===== src/rtl/pwron_pkg.sv =====
package pwron_pkg;

    typedef enum logic {
        MODE_LEVEL  = 1'b0,
        MODE_BUTTON = 1'b1
    } pwron_mode_e;

    typedef struct packed {
        logic level;
        logic fell;
        logic rose;
    } deb_out_t;

    function automatic int unsigned pick_fall_window(input logic [1:0] sel,
                                                     input int unsigned base_t,
                                                     input int unsigned mid_t,
                                                     input int unsigned long_t);
        case (sel)
            2'b10:   return mid_t;
            2'b11:   return long_t;
            default: return base_t;
        endcase
    endfunction

    function automatic int unsigned max_of3(input int unsigned a,
                                            input int unsigned b,
                                            input int unsigned c);
        int unsigned m;
        m = (a > b) ? a : b;
        return (m > c) ? m : c;
    endfunction

endpackage


===== src/rtl/pwron_sync.sv =====
module pwron_sync #(
    parameter int unsigned STAGES  = 2,
    parameter logic        RST_VAL = 1'b1
) (
    input  logic clk,
    input  logic rst,
    input  logic d,
    output logic q
);
    logic [STAGES-1:0] sh;

    always_ff @(posedge clk) begin
        if (rst) sh <= {STAGES{RST_VAL}};
        else     sh <= {sh[STAGES-2:0], d};
    end

    assign q = sh[STAGES-1];
endmodule


===== src/rtl/pwron_debounce.sv =====
module pwron_debounce
    import pwron_pkg::*;
#(
    parameter int unsigned RISE_T      = 30,
    parameter int unsigned FALL_BASE_T = 30,
    parameter int unsigned FALL_MID_T  = 120,
    parameter int unsigned FALL_LONG_T = 750
) (
    input  logic       clk,
    input  logic       rst,
    input  logic       tick,
    input  logic       din,
    input  logic [1:0] fall_sel,
    output deb_out_t   q
);
    localparam int unsigned MAXW = max_of3(RISE_T, FALL_BASE_T, max_of3(FALL_MID_T, FALL_LONG_T, 1));
    localparam int unsigned CW   = $clog2(MAXW + 1);

    logic [CW-1:0] cnt;
    logic [CW-1:0] win_m1;
    logic          level, fell_q, rose_q;

    always_comb begin
        if (level) win_m1 = CW'(pick_fall_window(fall_sel, FALL_BASE_T, FALL_MID_T, FALL_LONG_T) - 1);
        else       win_m1 = CW'(RISE_T - 1);
    end

    always_ff @(posedge clk) begin
        if (rst) begin
            level  <= 1'b1;
            cnt    <= '0;
            fell_q <= 1'b0;
            rose_q <= 1'b0;
        end else begin
            fell_q <= 1'b0;
            rose_q <= 1'b0;
            if (din == level) begin
                cnt <= '0;
            end else if (tick) begin
                if (cnt >= win_m1) begin
                    level  <= din;
                    cnt    <= '0;
                    fell_q <= level;
                    rose_q <= ~level;
                end else begin
                    cnt <= cnt + 1'b1;
                end
            end
        end
    end

    assign q = '{level: level, fell: fell_q, rose: rose_q};
endmodule


===== src/rtl/pwron_hold_timer.sv =====
module pwron_hold_timer #(
    parameter int unsigned HOLD_T = 4000
) (
    input  logic clk,
    input  logic rst,
    input  logic tick,
    input  logic enable,
    output logic done
);
    localparam int unsigned HW = $clog2(HOLD_T + 1);

    logic [HW-1:0] cnt;

    always_ff @(posedge clk) begin
        if (rst || !enable)                   cnt <= '0;
        else if (tick && cnt != HW'(HOLD_T))  cnt <= cnt + 1'b1;
    end

    assign done = (cnt == HW'(HOLD_T));
endmodule


===== src/rtl/pwron_conditioner.sv =====
module pwron_conditioner
    import pwron_pkg::*;
#(
    parameter int unsigned SYNC_STAGES = 2,
    parameter int unsigned RISE_T      = 30,
    parameter int unsigned FALL_BASE_T = 30,
    parameter int unsigned FALL_MID_T  = 120,
    parameter int unsigned FALL_LONG_T = 750,
    parameter int unsigned HOLD_T      = 4000
) (
    input  logic       clk,
    input  logic       rst,
    input  logic       tick_ms,
    input  logic       pin_raw,
    input  logic       mode_button,
    input  logic [1:0] fall_sel,
    input  logic       supply_ok,
    input  logic       sw_clear,
    input  logic       off_clear,
    output logic       sense,
    output logic       irq,
    output logic       turn_on_req,
    output logic       long_press
);
    pwron_mode_e mode;
    logic        pin_s;
    deb_out_t    deb;
    logic        hold_done;
    logic        edge_hit;

    assign mode = pwron_mode_e'(mode_button);

    pwron_sync #(.STAGES(SYNC_STAGES), .RST_VAL(1'b1)) u_sync (
        .clk(clk), .rst(rst), .d(pin_raw), .q(pin_s)
    );

    pwron_debounce #(
        .RISE_T(RISE_T), .FALL_BASE_T(FALL_BASE_T),
        .FALL_MID_T(FALL_MID_T), .FALL_LONG_T(FALL_LONG_T)
    ) u_deb (
        .clk(clk), .rst(rst), .tick(tick_ms), .din(pin_s),
        .fall_sel(fall_sel), .q(deb)
    );

    pwron_hold_timer #(.HOLD_T(HOLD_T)) u_hold (
        .clk(clk), .rst(rst), .tick(tick_ms),
        .enable((mode == MODE_BUTTON) && !deb.level),
        .done(hold_done)
    );

    assign edge_hit = (mode == MODE_BUTTON) && (deb.fell || deb.rose);

    always_ff @(posedge clk) begin
        if (rst) begin
            irq         <= 1'b0;
            turn_on_req <= 1'b0;
        end else begin
            if (edge_hit)                    irq <= 1'b1;
            else if (sw_clear || off_clear)  irq <= 1'b0;

            if (mode == MODE_BUTTON) turn_on_req <= supply_ok && deb.fell;
            else                     turn_on_req <= supply_ok && pin_s;
        end
    end

    assign sense      = pin_s;
    assign long_press = hold_done && (mode == MODE_BUTTON);
endmodule


===== config.mk =====
export PLATFORM = sky130hd
export DESIGN_NAME = pwron_conditioner
export DESIGN_NICKNAME = d
export VERILOG_FILES = /design/src/rtl/pwron_pkg.sv /design/src/rtl/pwron_sync.sv /design/src/rtl/pwron_debounce.sv /design/src/rtl/pwron_hold_timer.sv /design/src/rtl/pwron_conditioner.sv
export SDC_FILE = /design/constraint.sdc
export NUM_CORES = 1
export LEC_CHECK = 0
export ABC_CLOCK_PERIOD_IN_PS = 4850
export CAP_MARGIN = 10
export CORE_MARGIN = 4
export CORE_UTILIZATION = 45
export CTS_BUF_LIST = sky130_fd_sc_hd__clkbuf_4 sky130_fd_sc_hd__clkbuf_8
export DETAILED_ROUTE_END_ITERATION = 10
export PLACE_DENSITY = 0.65
export RECOVER_POWER = 50
export SKIP_CTS_REPAIR_TIMING = 1
export SYNTH_ARGS = -nofsm -noshare
export SYNTH_HDL_FRONTEND = slang
export SYNTH_SLANG_ARGS = --single-unit

===== constraint.sdc =====
create_clock -name clk -period 4.85 [get_ports clk]
set_input_delay 0.7275 -clock clk [delete_from_list [all_inputs] [get_ports clk]]
set_output_delay 0.7275 -clock clk [all_outputs]
set_load 0.02 [all_outputs]

Word level (Yosys, flattened, before mapping)
Cells that the tools add are included.
{"block": "classes", "n_addsub": 3, "n_lt_le_gt_ge": 1, "n_eq_ne": 5, "muxes": 7, "n_bitwise": 4, "reduce_logical": 15}
{"cell": "$mux 10", "n": 3}
{"cell": "$pmux 10 s2", "n": 1}
{"cell": "$add 12x1->12 const B", "n": 1}
{"cell": "$eq 12x12->1 const B", "n": 1}
{"cell": "$ne 12x12->1 const B", "n": 1}
{"cell": "$add 10x1->10 const B", "n": 1}
{"cell": "$ge 10x10->1", "n": 1}
{"cell": "$sub 10x1->10 const B", "n": 1}
{"cell": "$logic_and 1x1->1", "n": 6}
{"cell": "$eq 2x2->1 const B", "n": 2}
{"cell": "$not 1->1", "n": 4}
{"cell": "$reduce_or 4->1", "n": 1}
{"cell": "$logic_or 1x1->1", "n": 3}
{"cell": "$mux 1", "n": 3}
{"cell": "$reduce_and 3->1", "n": 1}
{"cell": "$logic_not 1->1", "n": 2}
{"cell": "$reduce_bool 2->1", "n": 1}
{"cell": "$reduce_or 2->1", "n": 1}
{"cell": "$eq 1x1->1", "n": 1}
{"block": "word_totals", "ff_bits": 29, "inputBits": 10, "out_inout_bits": 4, "word_cells": 43}

Logic depth before layout (Yosys ltp)
{"block": "depth", "ltp_word": 8, "depth_mapped": 8, "mapped_depth_nobuf": 8}

By module
A second synthesis with hierarchy kept.
{"block": "hier_totals", "hier_cells": 173, "area_unflattened_um2": 1577.8}
{"mod": "pwron_debounce", "n_inst": 1, "cells_per_inst": 82, "area_per_inst_um2": 758.2, "seq_area_each_um2": 260.2}
{"mod": "pwron_hold_timer", "n_inst": 1, "cells_per_inst": 78, "area_per_inst_um2": 678.2, "seq_area_each_um2": 240.2}
{"mod": "pwron_conditioner", "n_inst": 1, "cells_per_inst": 9, "area_per_inst_um2": 88.8, "seq_area_each_um2": 40.0}
{"mod": "pwron_sync", "n_inst": 1, "cells_per_inst": 4, "area_per_inst_um2": 52.6, "seq_area_each_um2": 40.0}

Worst setup path after synthesis
OpenSTA, ideal clock, no wires.
{"block": "synth_path", "path_type": "in2reg", "startpoint": "input fall_sel[1]", "endpoint": "register u_deb.rose_q", "setup_time_ns": 0.115, "t_arrival_ns": 2.226, "required_ns": 4.735, "setup_slack_ns": 2.508, "cell_stages": 7, "n_path_buf": 0, "cell_sequence": "nand2_1 -> or2_2 -> ha_1 -> a21o_1 -> a221oi_1 -> o22ai_1 -> and3_1"}
{"block": "synth_between", "elab_chain_cells": 8, "elab_cells_between_ends": 9, "cone_classes": "1 x add/sub; 1 x order compare; 2 x eq/ne; 3 x mux; 1 x bitwise; 1 x reduce/logical"}
{"item": "start: declaration", "line": "pwron_conditioner.sv:16", "rtl": "input logic [1:0] fall_sel,"}
{"item": "$eq 2x2->1", "line": "pwron_pkg.sv:18", "rtl": "case (sel)"}
{"item": "$pmux 10 s2 *", "line": "pwron_pkg.sv:18"}
{"item": "$mux 10 *", "line": "pwron_debounce.sv:24", "rtl": "if (level) win_m1 = CW'(pick_fall_window(fall_sel, FALL_BASE_T, FALL_MID_T, FALL_LONG_T) - 1);"}
{"item": "$sub 10x1->10 *", "line": "pwron_debounce.sv:24"}
{"item": "$mux 10 *", "line": "pwron_debounce.sv:24"}
{"item": "$ge 10x10->1 *", "line": "pwron_debounce.sv:40", "rtl": "if (cnt >= win_m1) begin"}
{"item": "$not 1->1 (no line) *"}
{"item": "$reduce_or 4->1 (no line) *"}
{"item": "end signal: assignment", "line": "pwron_debounce.sv:44", "rtl": "rose_q <= ~level;"}
{"item": "end: declaration", "line": "pwron_debounce.sv:21", "rtl": "logic level, fell_q, rose_q;"}
Every way passes the cells marked *; elsewhere a longest branch is shown, timed or not. The select of a mux whose other input is x is not followed.
A chain may end at the register's enable or synchronous reset.

Worst setup path after layout
{"block": "layout_path", "startpoint": "input mode_button", "endpoint": "output long_press"}
{"block": "layout_between", "elab_chain_cells": 1}
{"item": "start: declaration", "line": "pwron_conditioner.sv:15", "rtl": "input logic mode_button,"}
{"item": "$logic_and 1x1->1", "line": "pwron_conditioner.sv:67", "rtl": "assign long_press = hold_done && (mode == MODE_BUTTON);"}
{"item": "end: declaration", "line": "pwron_conditioner.sv:23", "rtl": "output logic long_press"}
No other way between the ends.

==> results.ini <==
[timing]
skew_ns = 0.00600
fmax_mhz = 322
layout_setup_ws_ns = 1.74
finalSetupTns_ns = 0
relSlewSlack_pct = 64.8
finalHoldViolCount = 0
setup_viol = 0
worstMarginPinSlew_ns = 0.526
rsz0062_at_grt = false
drv_slew = 0
period_share_pct = 64.1
min_period_ns = 3.11

[routing]
wl_per_cell_um = 12.2
vias = 1121
drtIter0Drc = 65
viasPerCell = 5.14
wirelength_um = 2660
drtAntennaViolNets = 0
drtPass1Iterations = 5
route.detailed.drc = 0

[global_routing]
grtUsageTotal_pct = 14.6
antenna_found_initial = 0
grt_pass1_wl_um = 4710
grt-ovfl-total = 0
grt_pass1_vias = 1084
grt_max_degree = 15

[worst_setup_path]
path_max_fanout = 4
cp-start-kind = input pin
r2r_end = u_deb.cnt[2]
cp-startpoint = mode_button
criticalPathCategory = in -> out
r2r-start = u_deb.level
critical_path_required_ns = 4.12
cp.arrival_ns = 2.38
cp-endpoint = long_press
worstRegToRegCells = 7
timing.reg2reg.setup_slack_ns = 2.59
setup.worst_path.end_class = output port

[synthesis]
synth_compound_area_share_pct = 8.86
async_flop_share_pct = 0
netlist_area_um2 = 1430
netlist_instances = 155
ys_types = 31
synthAdderAreaFrac_pct = 8.77
syn_avg_cell_area_um2 = 9.20
yosysWarnings = 0
ys_seq_area_share_pct = 40.7
synthSimpleGateAreaFrac_pct = 24.7
synthXorXnorAreaFrac_pct = 11.7
synth_mux_area_share_pct = 2.81
ys_ff_latch = 29
synth_edf_count = 0
synth_top_family_by_area = simple AND/OR/NAND/NOR gates
syn_nets = 175
synthFlopType = dfxtp_1

[die]
core-area_um2 = 3050
io_pins = 14
die-area_um2 = 4130
dieHeight_um = 64.3
rows = 20
die_width_um = 64.3
start_util_pct = 46.7

[final_layout]
finalNonFillerCells = 218
mostFrequentLayoutCell = dfxtp_1
nets = 193
fin_area_um2 = 1670
final.fill_count = 300
seq_area_um2 = 581
layout_common_cells = 29 x dfxtp_1, 26 x nor2_1, 12 x xnor2_1
multi_input_area_um2 = 790
drive_gt1_share_pct = 8.05
insertedDiodeCount = 0
syn_to_final_growth_pct = 17.1

[clock_network]
cts_max_path_buffers = 2
cts_root_buf = clkbuf_4
cts_tree = done
clk_pin_slew_ns = 0.09
cts_sinks = 29
htreeDepth = 2
worstSkewPairLatency_ns = 0.32
cts-buffers-inserted = 5

[power_and_ir_drop]
powerDensity_nw_per_um2 = 283
vdd_drop_max_uv = 169
p_leak_nw = 0.614

[place]
io_buffers = 13
dpl_cell_area_um2 = 1600
place.gp.congestion = 0.819
pre_cts_ws_ns = 1.80
dp.cells = 210
dp_hpwl_um = 1980

[worst_hold_path]
hp-class = reg -> reg

[run_status]
status = finished, final reports clean

[run]
cap_violations = 0

-- per-layer routing --
layer / track usage (%) / up-vias / wire (um)
met5: 0 / - / 0
met4: 5.54 / 0 / 34
met3: 6.15 / 6 / 152
met2: 23.8 / 29 / 1230
met1: 16.8 / 510 / 1250
li1: - / 576 / -
-- registers in the layout (all words and copies together), names as in the netlist --
| register | flops |
|---|---|
| turn_on_req | 1 |
| u_deb.fell_q | 1 |
| u_deb.level | 1 |
| u_deb.cnt | 10 |
| u_hold.cnt | 12 |
| u_sync.sh | 2 |
| u_deb.rose_q | 1 |
| irq | 1 |
-- logic make-up (layout without fill, tap and decap cells) --
family | count (synthesis) | after routing
adder cells (fa/ha/maj) | 10 | 10
multiplexers | 4 | 4
flip-flops | 29 | 29
AND/OR/NAND/NOR | 69 | 69
buffers and inverters | 9 | 28
XOR/XNOR | 19 | 19
AO/OA/AOI/OAI | 15 | 15
-- worst min path at each step --
stage               slack [ns]  cells past startpoint          from            to
global placement          0.40                      1  u_sync.sh[0]  u_sync.sh[1]
global route              0.45                      1  u_sync.sh[0]  u_sync.sh[1]
CTS                       0.43                      1  u_sync.sh[0]  u_sync.sh[1]
floorplan                 0.39                      1  u_sync.sh[0]  u_sync.sh[1]
finish                    0.42                      1  u_sync.sh[0]  u_sync.sh[1]
detailed placement        0.40                      1  u_sync.sh[0]  u_sync.sh[1]
-- through the flow --
step           power (mW)  utilization (%)  hold WS [ns]
3_5_place_dp        0.269             52.5         0.402
3_3_place_gp        0.268             52.5         0.396
6_report            0.473             54.7         0.420
4_1_cts             0.479             55.4         0.427
5_1_grt             0.494             54.7         0.448
2_1_floorplan       0.257                -         0.389
-- power by group --
group / internal [mW] / leakage [nW] / switching (mW)
clock: 0.129 / 0.0489 / 0.0829
combinational: 0.0117 / 0.331 / 0.0100
sequential: 0.239 / 0.234 / 0.000824
-- synthesized netlist by cell type (all sizes together) (2+ instances only) --
library cell	n	area [um^2]
or2	3	18.8
nand4	11	68.8
a21oi	4	20.0
xor2	7	61.3
nand3	3	15.0
ha	10	125
a21o	2	15.0
or3	2	12.5
nor2	26	97.6
inv	7	26.3
o21ai	3	15.0
nor3	7	35.0
and3	3	18.8
mux2i	4	40.0
xnor2	12	105
dfxtp	29	581
nand2	8	30.0
-- worst max-delay path, cell delays in order --
cell	delay, ns
dlygate4sd3_1	0.60
inv_1	0.06
nor4_1	0.32
clkdlybuf4s50_1	0.67
-- final cells by class --
cell class | instances | share of cell area (%)
clock buffers | 7 | 3.52
clock inverters | 1 | 1.80
inverters | 7 | 1.57
multi-input cells | 117 | 47.3
flip-flops and latches | 29 | 34.8
well taps | 44 | 3.30
repair buffers | 13 | 7.79
Note: power is estimated with default switching activity, not from simulation.
